File: config.mk
export PLATFORM = sky130hd
export DESIGN_NAME = i2c_phase_shifter
export DESIGN_NICKNAME = d
export VERILOG_FILES = /design/src/rtl/i2cps_pkg.sv /design/src/rtl/i2cps_cs_gen.sv /design/src/rtl/i2cps_seq.sv /design/src/rtl/i2cps_sda_dly.sv /design/src/rtl/i2c_phase_shifter.sv
export SDC_FILE = /design/constraint.sdc
export NUM_CORES = 1
export LEC_CHECK = 0
export BUFFER_PORTS_ARGS = -buffer_cell sky130_fd_sc_hd__buf_2
export CAP_MARGIN = 20
export CORE_ASPECT_RATIO = 0.8
export CORE_UTILIZATION = 57
export CTS_CLUSTER_DIAMETER = 150
export DETAILED_ROUTE_END_ITERATION = 10
export GPL_TIMING_DRIVEN = 0
export PLACE_DENSITY_LB_ADDON = 0.08
export SYNTH_ARGS = -nofsm -noshare
export SYNTH_HDL_FRONTEND = slang
export SYNTH_SLANG_ARGS = --single-unit
File: constraint.sdc
create_clock -name clk -period 3.7 [get_ports clk]
set_input_delay 1.11 -clock clk [delete_from_list [all_inputs] [get_ports clk]]
set_output_delay 1.11 -clock clk [all_outputs]
set_load 0.05 [all_outputs]
File: src/rtl/i2cps_pkg.sv
package i2cps_pkg;
  localparam int FRAME_BITS = 9;
  localparam int DLY_CODE_W = 3;
  localparam int DLY_MAX    = 2 ** DLY_CODE_W;

  // Delay code to count-source cycles: 0 -> none, k -> k+1.
  function automatic logic [3:0] dly_cycles(input logic [DLY_CODE_W-1:0] code);
    return (code == '0) ? 4'd0 : ({1'b0, code} + 4'd1);
  endfunction

  // Transmit bit for clock index: data bits MSB first, then the ninth bit.
  function automatic logic frame_bit(input logic [FRAME_BITS-1:0] w, input logic [3:0] idx);
    return (idx < 4'd8) ? w[3'(4'd7 - idx)] : w[8];
  endfunction

  // Receive shift register (first bit at the top) to buffer layout.
  function automatic logic [FRAME_BITS-1:0] shift_to_buf(input logic [FRAME_BITS-1:0] s);
    return {s[0], s[8:1]};
  endfunction
endpackage

File: src/rtl/i2cps_cs_gen.sv
module i2cps_cs_gen #(
  parameter int CS_DIV = 1
) (
  input  logic clk,
  input  logic rst_n,
  output logic tick
);
  localparam int W = (CS_DIV > 1) ? $clog2(CS_DIV) : 1;
  logic [W-1:0] cnt_q;

  assign tick = (cnt_q == W'(CS_DIV - 1));

  always_ff @(posedge clk or negedge rst_n) begin
    if (!rst_n)    cnt_q <= '0;
    else if (tick) cnt_q <= '0;
    else           cnt_q <= cnt_q + 1'b1;
  end
endmodule

File: src/rtl/i2cps_seq.sv
module i2cps_seq
  import i2cps_pkg::*;
#(
  parameter int DIV_W = 8
) (
  input  logic                  clk,
  input  logic                  rst_n,
  input  logic                  tick,
  input  logic                  start,
  input  logic [FRAME_BITS-1:0] tx_word,
  input  logic [DIV_W-1:0]      div,
  input  logic                  phase_eff,
  input  logic                  sda_in,
  output logic                  busy,
  output logic                  scl_oe,
  output logic                  sda_want,
  output logic [FRAME_BITS-1:0] rx_buf,
  output logic                  rx_wr,
  output logic                  tx_irq,
  output logic                  ev_rise,
  output logic                  ev_fall
);
  logic                  busy_q, hi_q, ph_q, park_q;
  logic [3:0]            idx_q;
  logic [DIV_W-1:0]      cnt_q, div_q;
  logic [FRAME_BITS-1:0] txw_q, rxs_q, rx_buf_q, rx_next;
  logic                  rx_wr_q, irq_q;
  logic                  half_end, ev_done, ninth_rise, ninth_fall, irq_ev, wr_ev, accept;
  logic [3:0]            last_idx;

  assign accept     = start & ~busy_q;
  assign half_end   = busy_q & tick & (cnt_q == div_q);
  assign ev_rise    = half_end & ~hi_q;
  assign ev_fall    = half_end & hi_q;
  assign last_idx   = ph_q ? 4'd9 : 4'd8;
  assign ev_done    = ev_fall & (idx_q == last_idx);
  assign ninth_rise = ev_rise & (idx_q == 4'd8);
  assign ninth_fall = ev_fall & (idx_q == 4'd8);
  assign irq_ev     = ph_q ? ev_done : ninth_rise;
  assign wr_ev      = ninth_fall | (ph_q & ninth_rise);
  assign rx_next    = ev_rise ? {rxs_q[FRAME_BITS-2:0], sda_in} : rxs_q;

  always_ff @(posedge clk or negedge rst_n) begin
    if (!rst_n) begin
      busy_q <= 1'b0; hi_q <= 1'b0; ph_q <= 1'b0; park_q <= 1'b0;
      idx_q <= '0; cnt_q <= '0; div_q <= '0;
      txw_q <= '0; rxs_q <= '0; rx_buf_q <= '0;
      rx_wr_q <= 1'b0; irq_q <= 1'b0;
    end else begin
      rx_wr_q <= wr_ev;
      irq_q   <= irq_ev;
      if (accept) begin
        busy_q <= 1'b1; hi_q <= 1'b0; idx_q <= '0; cnt_q <= '0;
        ph_q <= phase_eff; txw_q <= tx_word; div_q <= div;
      end else if (busy_q && tick) begin
        if (!half_end) begin
          cnt_q <= cnt_q + 1'b1;
        end else begin
          cnt_q <= '0;
          if (ev_rise) begin
            hi_q  <= 1'b1;
            rxs_q <= rx_next;
          end else if (ev_done) begin
            busy_q <= 1'b0;
            hi_q   <= 1'b0;
            park_q <= 1'b1;
          end else begin
            hi_q  <= 1'b0;
            idx_q <= idx_q + 1'b1;
          end
        end
      end
      if (wr_ev) rx_buf_q <= shift_to_buf(rx_next);
    end
  end

  assign busy     = busy_q;
  assign scl_oe   = busy_q ? ~hi_q : (park_q | phase_eff);
  assign sda_want = busy_q & (idx_q < 4'd9) & ~frame_bit(txw_q, idx_q);
  assign rx_buf   = rx_buf_q;
  assign rx_wr    = rx_wr_q;
  assign tx_irq   = irq_q;
endmodule

File: src/rtl/i2cps_sda_dly.sv
module i2cps_sda_dly
  import i2cps_pkg::*;
(
  input  logic                  clk,
  input  logic                  rst_n,
  input  logic                  tick,
  input  logic [DLY_CODE_W-1:0] code,
  input  logic                  din,
  output logic                  dout
);
  logic [DLY_MAX:1] line_q;
  logic [3:0]       taps;

  always_ff @(posedge clk or negedge rst_n) begin
    if (!rst_n)    line_q <= '0;
    else if (tick) line_q <= {line_q[DLY_MAX-1:1], din};
  end

  assign taps = dly_cycles(code);
  assign dout = (taps == 4'd0) ? din : line_q[taps];
endmodule

File: src/rtl/i2c_phase_shifter.sv
module i2c_phase_shifter
  import i2cps_pkg::*;
#(
  parameter int DIV_W  = 8,
  parameter int CS_DIV = 1
) (
  input  logic                  clk,
  input  logic                  rst_n,
  input  logic                  start_i,
  input  logic [FRAME_BITS-1:0] tx_word_i,
  input  logic [DIV_W-1:0]      half_div_i,
  input  logic                  phase_sel_i,
  input  logic                  i2c_en_a_i,
  input  logic                  i2c_en_b_i,
  input  logic [DLY_CODE_W-1:0] sda_dly_i,
  input  logic                  sda_in_i,
  output logic                  scl_oe_o,
  output logic                  sda_oe_o,
  output logic [FRAME_BITS-1:0] rx_buf_o,
  output logic                  rx_wr_o,
  output logic                  tx_irq_o,
  output logic                  busy_o
);
  logic cs_tick, phase_eff, sda_want, ev_rise, ev_fall;

  assign phase_eff = phase_sel_i & i2c_en_a_i & i2c_en_b_i;

  i2cps_cs_gen #(.CS_DIV(CS_DIV)) u_cs (
    .clk(clk), .rst_n(rst_n), .tick(cs_tick)
  );

  i2cps_seq #(.DIV_W(DIV_W)) u_seq (
    .clk(clk), .rst_n(rst_n), .tick(cs_tick), .start(start_i),
    .tx_word(tx_word_i), .div(half_div_i), .phase_eff(phase_eff),
    .sda_in(sda_in_i), .busy(busy_o), .scl_oe(scl_oe_o),
    .sda_want(sda_want), .rx_buf(rx_buf_o), .rx_wr(rx_wr_o),
    .tx_irq(tx_irq_o), .ev_rise(ev_rise), .ev_fall(ev_fall)
  );

  i2cps_sda_dly u_dly (
    .clk(clk), .rst_n(rst_n), .tick(cs_tick), .code(sda_dly_i),
    .din(sda_want), .dout(sda_oe_o)
  );
endmodule

Word level (Yosys, flattened, before mapping)
Cells that the tools add are included.
{ "word_totals": {"elab_cells": 89, "output_inout_bits": 14, "register_bits": 62} }
{ "op_classes": {"n_mux": 29, "n_addsub": 5, "eq_ne": 5, "reduce_logical": 11, "order_cmp": 4, "bitwise": 21} }
{ "op_table": {"columns": ["op", "n"], "rows": [
  ["$mux 4", 6],
  ["$mux 8", 3],
  ["$mux 1", 17],
  ["$and 1x1->1", 13],
  ["$reduce_and 4->1", 3],
  ["$mux 9", 1],
  ["$add 8x1->8 const B", 1],
  ["$eq 8x8->1", 1],
  ["$lt 4x4->1 const B", 2],
  ["$not 1->1", 6],
  ["$reduce_bool 2->1", 3],
  ["$lt 3x5->1 const B", 1],
  ["$lt 4x5->1 const B", 1],
  ["$reduce_and 5->1", 1],
  ["$add 3x1->4 const B", 1],
  ["$add 4x1->4 const B", 1],
  ["$bmux 1 s4", 1],
  ["$eq 4x4->1", 1],
  ["$eq 4x4->1 const B", 1],
  ["$logic_not 4->1", 1],
  ["$ne 2x2->1 const B", 2],
  ["$bmux 1 s3", 1],
  ["$logic_not 3->1", 1],
  ["$sub 3x3->3 const A", 1],
  ["4 further kinds", 5]
]} }

Longest topological paths before layout
Gate-level depths: netlist (run 1).
{ "depth": {"ltp_word": 10, "depth_mapped": 7, "ltp_nobuf": 7} }

By module
A second synthesis (run 1) with hierarchy kept.
{ "hier_totals": {"cells_unflattened": 281, "area_unflattened_um2": 3047.9} }
{ "by_module_without_submodules": {"columns": ["module", "n_inst", "area_per_inst_um2", "cells_each", "seq_area_each_um2"], "rows": [
  ["i2cps_seq", 1, 2536.2, 240, 1326.3],
  ["i2cps_sda_dly", 1, 494.2, 38, 200.2],
  ["i2cps_cs_gen", 1, 11.3, 2, 0.0],
  ["i2c_phase_shifter", 1, 6.3, 1, 0.0]
]} }

Worst setup path before layout (run 1)
Ideal clock, no wire load.
{ "synth_timing": {"path_kind": "input -> output", "startpoint": "in sda_dly_i[0]", "endpoint": "out sda_oe_o", "arrival_ns": 3.018, "required_time_ns": 2.590, "n_path_buf": 1, "path_slack_ns": -0.428, "path_stages": 5, "path_cell_list": "ha_1 clkbuf_1 xnor2_1 a21oi_1 o32ai_1"} }
{ "synth_between": {"elab_chain_len": 5, "elab_cells_between_ends": 7, "cone_classes": "1 x add/sub; 4 x mux; 2 x reduce/logical"} }
{ "synth_lines": {"columns": ["item", "line", "source"], "rows": [
  ["from (decl)", "i2c_phase_shifter.sv:15", "input logic [DLY_CODE_W-1:0] sda_dly_i,"],
  ["$add 3x1->4 or $logic_not 3->1 (tied branches)", "i2cps_pkg.sv:8", "return (code == '0) ? 4'd0 : ({1'b0, code} + 4'd1);"],
  ["$mux 4 *", "i2cps_pkg.sv:8", null],
  ["$bmux 1 s4", "i2cps_sda_dly.sv:20", "assign dout = (taps == 4'd0) ? din : line_q[taps];"],
  ["$mux 1 (not written as such)", "i2cps_sda_dly.sv:20", null],
  ["$mux 1 *", "i2cps_sda_dly.sv:20", null],
  ["to (decl)", "i2c_phase_shifter.sv:18", "output logic sda_oe_o,"]
]} }
Mark *: on every way between the ends. The rest lies on a longest branch, timed or not. The select of a mux whose other input is x is not followed.

Worst setup path after layout (run 1)
Ends and elaborated chain as after synthesis.

==> reports/metrics.yaml, run 1 <==
status: "finished clean"
path_max_fanout: 9
cts-root-buf: "clkbuf_8"
grt_pass1_vias: 1958
viasPerCell: 5.74
grt-busiest-layer: "met2"
grt_max_degree: 32
ys.warnings.count: 0
grtUsageMet2: 0.355
syn_area_per_cell_um2: 11.6
fin_nets: 336
design_area_mm2: 0.00352
utilization: 0.708
worstPathArrival_ns: 2.51
vias: 2128
max_freq_mhz: 276
ioPinCount: 41
ant_nets: 0
htreeDepth: 3
cap_violations: 0
clock_latency_ns: 0.34
grt_use_total: 0.240
die_x_um: 82.4
grt_use_met1: 0.327
syn_area_mm2: 0.00295
criticalPathCategory: "in2out"
initial_core_util: 0.592
slew_viol_final: 0
clock_skew_ns: 0.00646
end_kind: "primary output"
slew_headroom: 0.528
drive_gt1_frac: 0.333
wirelength_um: 5920
drt_iter0_drc: 138
grt.met3_usage: 0.0883
grt.overflow.total: 0
dp_hpwl_um: 4040
drc_errors: 0
yosys.area.top_type: "dfrtp_1"
die_area_mm2: 0.00546
synth-seq-area-share: 0.518
layout_common_cells: "dfrtp_1, buf_2, mux2_2"
coreArea_mm2: 0.00498
area_growth_pct: 19.6
synth_edf_count: 0
cts_buffers: 9
die_h_um: 66.3
clockBufferDepth: 2
worst_setup_path_start_kind: "primary input"
rrSetupSlack_ns: 1.64
netlist-cell-type-count: 43
p_leak_nw: 1.65
cts.sinks: 61
worstMarginPinSlew_ns: 0.708
reg2reg_depth: 5
clk_pin_slew_worst_paths_ns: 0.06
worstHoldPathCells: 0
fin_crit_sh: 0.979
synth_top_area_share: 0.518
ir_drop_mv: 0.443
async_flop_share: 1.00
ys.flop_type: "dfrtp_1"
min_period_ns: 3.62
synth_seq_cells: 61
antenna_found_initial: 0
syn-num-nets: 285
place.gp.congestion: 0.832
drt_pass1_iterations: 4
num_rows: 23
grt_pass1_wl_um: 9390
layout_commonest_cell: "dfrtp_1"
setup_viol: 0
crit_required_ns: 2.59
synth_area_leaders: "dfrtp_1, mux2_2, mux2i_1"
fillers: 390
portBuffers: 39
synthCells: 253
hold_slack_ns: 0.371
worstHoldPathType: "reg2reg"
placed_area_mm2: 0.00325
n_antenna_cell: 0
cts_tree: "yes"
power.density_mw_per_mm2: 559
routedWlPerCell_um: 16.0
hold_viol: 0
==> worst max-delay path: stages <==
cell and delay, ns:
buf_6 0.13, ha_4 0.18, mux2_2 0.35, a22oi_2 0.19, o22ai_1 0.10, o21bai_1 0.18
o32ai_2 0.10, buf_6 0.17
==> Yosys cell counts, drive strengths merged (6+ instances only) <==
cell type  number
mux2           28
clkbuf          7
a21oi          14
mux2i          12
nor3b           6
dfrtp          61
a31oi          10
o21ai           6
inv            10
nand2          13
nor2            8
xnor2          10
==> report_power, final <==
group	leakage [nW]	total (mW)	internal (mW)	switching [mW]
Clock	0.116	0.670	0.414	0.256
Combinational	0.747	0.448	0.217	0.232
Sequential	0.785	0.853	0.757	0.0955
Total	1.65	1.97	1.39	0.583
==> cells by family (layout without fill, tap and decap cells) <==
group                      after synthesis  in the layout  synth area share
AOI/OAI and AO/OA                       55             55             0.120
xor gates and xnor gates                12             12            0.0357
DFF                                     61             61             0.518
muxes                                   42             42             0.163
buffers and inverters                   22             78            0.0297
and+or+nand+nor                         56             56             0.113
adders and majority gates                5              5            0.0212
==> path summary, 6_finish.rpt <==
check / to / from
setup reg to reg: u_seq.rx_buf[2] / u_seq.cnt_q[4]
setup / recovery: sda_oe_o / sda_dly_i[0]
hold / removal: u_dly.line_q[8] / u_dly.line_q[7]
hold reg to reg: u_dly.line_q[8] / u_dly.line_q[7]
max in group asynchronous: u_dly.line_q[4] / rst_n
min in group asynchronous: u_seq.div_q[5] / rst_n
==> flip-flops by register name (all words and copies together) (netlist names), 4 cells and up <==
name / flops
u_seq.rx_buf: 9
u_seq.rxs_q: 9
u_seq.txw_q: 9
u_dly.line_q: 8
u_seq.cnt_q: 8
u_seq.div_q: 8
u_seq.idx_q: 4
==> per-layer routing <==
| metal | wire [um] | vias to the layer above |
|---|---|---|
| li1 | - | 1033 |
| met1 | 2910 | 1044 |
| met2 | 2680 | 44 |
| met3 | 275 | 7 |
| met4 | 66 | 0 |
| met5 | 0 | - |
==> per-stage QoR <==
stage	setup WS [ns]	setup TNS, ns	std cells	total power [mW]
final	0.0794	0	371	1.97
after CTS	0.00620	0	371	1.98
after detailed placement	-0.378	-0.378	355	1.30
after global placement	-0.333	-0.333	354	1.28
after global routing	-0.0226	-0.0226	371	2.07
after floorplan	0.0546	0	253	1.18
==> final cells by class <==
type / instances / area (um^2) / share of cell area
clock inverter: 4 / 70.1 / 0.0199
multi-input combinational: 170 / 1380 / 0.390
buffer: 11 / 47.5 / 0.0135
inverter: 10 / 37.5 / 0.0106
tap: 62 / 77.6 / 0.0220
sequential: 61 / 1530 / 0.433
timing repair buffer: 41 / 235 / 0.0667
clock buffer: 12 / 155 / 0.0440
==> repair_timing <==
item | CTS | global route
endpoints found under the setup margin | 1 | 1
hold buffers | 0 | 0
gates resized for setup | 6 | 7
setup buffers | 1 | 0
pin swaps | 2 | 4
(Power assumes the default switching activity.)
==> inputs of run 2 (changes only) <==
--- a/config.mk
+++ b/config.mk
@@ -8,11 +8,12 @@
 export BUFFER_PORTS_ARGS = -buffer_cell sky130_fd_sc_hd__buf_2
 export CAP_MARGIN = 20
 export CORE_ASPECT_RATIO = 0.8
+export CORE_MARGIN = 2
 export CORE_UTILIZATION = 57
 export CTS_CLUSTER_DIAMETER = 150
 export DETAILED_ROUTE_END_ITERATION = 10
 export GPL_TIMING_DRIVEN = 0
-export PLACE_DENSITY_LB_ADDON = 0.08
+export PLACE_DENSITY = 0.79
 export SYNTH_ARGS = -nofsm -noshare
 export SYNTH_HDL_FRONTEND = slang
 export SYNTH_SLANG_ARGS = --single-unit
==> run 2 against run 1 <==
Effect of this change: the run now ends with negative setup slack left; setup slack worse by 0.10 ns; highest routed layer unchanged; sequential power hardly changed; clock power is 28% lower.
==> reports/metrics.yaml, run 2 (synthesized netlist as in run 1, its figures left out) <==
status: "finished with violations"  # was finished clean
failed_checks: "negative setup slack"
fin_crit_sh: 1.01  # was 0.979
cts_tree: "yes"  # unchanged
drc_errors: 0  # unchanged
power.density_mw_per_mm2: 514  # was 559 mW/mm^2
dp_hpwl_um: 4020  # was 4040 um
cts.sinks: 61  # unchanged
grt.met3_usage: 0.0688  # was 0.0883
die_x_um: 84.4  # was 82.4 um
worstHoldPathType: "reg2reg"  # unchanged
timing.final.ws_setup_ns: -0.0210  # was 0.0794 ns
max_freq_mhz: 269  # was 276 MHz
layout_common_cells: "dfrtp_1, buf_2, mux2_2"  # unchanged
hold_start: "u_dly.line_q[3]"  # was u_dly.line_q[7]
slew_headroom: 0.600  # was 0.528
p_leak_nw: 1.62  # was 1.65 nW
r2r_end: "u_seq.rxs_q[8]"  # was u_seq.rx_buf[2]
criticalPathCategory: "in2out"  # unchanged
worstPathArrival_ns: 2.61  # was 2.51 ns
worstHoldPathCells: 0  # unchanged
grt_use_total: 0.209  # was 0.240
path_max_fanout: 9  # unchanged
htreeDepth: 3  # unchanged
grt-busiest-layer: "met2"  # unchanged
crit_required_ns: 2.59  # about the same
layout_commonest_cell: "dfrtp_1"  # unchanged
cts_buffers: 9  # unchanged
min_period_ns: 3.72  # was 3.62 ns
antenna_found_initial: 0  # unchanged
cts-root-buf: "clkbuf_8"  # unchanged
cap_violations: 0  # unchanged
viasPerCell: 5.80  # was 5.74
wirelength_um: 5650  # was 5920 um
coreArea_mm2: 0.00501  # was 0.00498 mm^2
initial_core_util: 0.588  # was 0.592
layoutNonFillerInstCount: 369  # was 371
die_area_mm2: 0.00576  # was 0.00546 mm^2
reg2reg_depth: 5  # unchanged
clock_skew_ns: 0.00436  # was 0.00646 ns
drt_iter0_drc: 115  # was 138
design_area_mm2: 0.00346  # was 0.00352 mm^2
grt_pass1_vias: 1975  # was 1,958
worst_setup_path_start_kind: "primary input"  # unchanged
pwr-share-comb: 0.250  # was 0.228
dp.cells: 355  # unchanged
cts_hold_buf: 0  # unchanged
crit-reg2reg-launch: "u_seq.cnt_q[3]"  # was u_seq.cnt_q[4]
portBuffers: 39  # unchanged
grt.overflow.total: 0  # unchanged
worstSetupStartpoint: "sda_dly_i[0]"  # unchanged
routedWlPerCell_um: 15.3  # was 16.0 um
fin_nets: 337  # was 336
grt_max_degree: 37  # was 32
intPower_mw: 1.22  # was 1.39 mW
worstMarginPinSlew_ns: 0.600  # was 0.708 ns
die_h_um: 68.3  # was 66.3 um
drt_pass1_iterations: 4  # unchanged
clock_latency_ns: 0.34  # about the same
ant_nets: 0  # unchanged
area_growth_pct: 17.5  # was 19.6%
vias: 2142  # was 2,128
grt_use_met1: 0.281  # was 0.327
rrSetupSlack_ns: 1.66  # was 1.64 ns
hold_viol: 0  # unchanged
ir_drop_mv: 0.343  # was 0.443 mV
end_kind: "primary output"  # unchanged
hold_end: "u_dly.line_q[4]"  # was u_dly.line_q[8]
num_rows: 23  # unchanged
p_clk_frac: 0.270  # was 0.340
sw_frac_of_total: 0.315  # was 0.296
slew_viol_final: 0  # unchanged
p_seq_frac: 0.480  # was 0.433
place.gp.congestion: 0.836  # was 0.832
p_sw_uw: 561  # was 583 uW
n_antenna_cell: 0  # unchanged
placed_area_mm2: 0.00325  # unchanged
grtUsageMet2: 0.319  # was 0.355
ioPinCount: 41  # unchanged
grt_pass1_wl_um: 9120  # was 9390 um
clk_pin_slew_worst_paths_ns: 0.06  # about the same
setup_viol: 1  # was 0
drive_gt1_frac: 0.336  # was 0.333
clockBufferDepth: 2  # unchanged
## run 2: cell types whose count changed in the layout (fill, tap and decap cells not counted), sizes merged
cell,previous run,this run
clkbuf,18,16
buf,46,47
bufinv,2,0
clkinv,2,3
## run 2: per-stage QoR
step | setup TNS (ns) | hold WS (ns) | setup WS (ns) | power (mW) | utilization
final | -0.0210 | 0.380 | -0.0210 | 1.78 | 0.691
after global routing | -0.104 | 0.391 | -0.104 | 1.88 | 0.691
after CTS | 0 | 0.382 | 0.00551 | 1.79 | 0.685
after detailed placement | -0.350 | 0.371 | -0.350 | 1.30 | 0.648
after global placement | -0.297 | 0.364 | -0.297 | 1.28 | 0.644
after floorplan | 0 | 0.346 | 0.0546 | 1.18 | -
## run 2: power groups by stage
stage | Combinational (mW) | Sequential, mW | Clock (mW)
3_3_place_gp | 0.421 | 0.858 | 0
3_5_place_dp | 0.437 | 0.865 | 0
2_1_floorplan | 0.344 | 0.839 | 0
5_1_grt | 0.497 | 0.868 | 0.516
6_report | 0.445 | 0.855 | 0.481
4_1_cts | 0.445 | 0.854 | 0.491
## run 2: worst max-delay path, cell delays in order
cell      delay, ns
buf_4          0.15
inv_1          0.06
ha_2           0.20
nor3_2         0.17
a21oi_1        0.07
o311ai_1       0.39
a211oi_2       0.10
o32ai_2        0.16
buf_6          0.20
## run 2: routing by layer
metal,vias to the layer above,part of all wire
met3,8,0.056
li1,1031,-
met1,1037,0.48
met2,66,0.45
met5,-,0
met4,0,0.014
## run 2: final cells by class
class                           count  area [um^2]
Sequential cell                    61         1530
Fill cell                         390         1550
Clock buffer                       10          138
Clock inverter                      3         15.0
Inverter                           10         37.5
Multi-Input combinational cell    170         1380
Buffer                             11         46.3
Tap cell                           62         77.6
Timing Repair Buffer               42          239
## run 2: what timing repair did
| action | in CTS | in global routing |
|---|---|---|
| endpoints found under the setup margin | 1 | 1 |
| gates resized for setup | 5 | 8 |
| gates cloned | 0 | 0 |
| setup buffers | 2 | 0 |
| pin swaps | 1 | 4 |
## run 2: worst max-delay path by stage
stage                to  slack [ns]  depth (start not counted)
2_1_floorplan  sda_oe_o        0.05                          7
3_3_place_gp   sda_oe_o       -0.30                          9
3_5_place_dp   sda_oe_o       -0.35                          9
4_1_cts        sda_oe_o       0.006                          8
5_1_grt        sda_oe_o       -0.10                          9
6_report       sda_oe_o       -0.02                          9
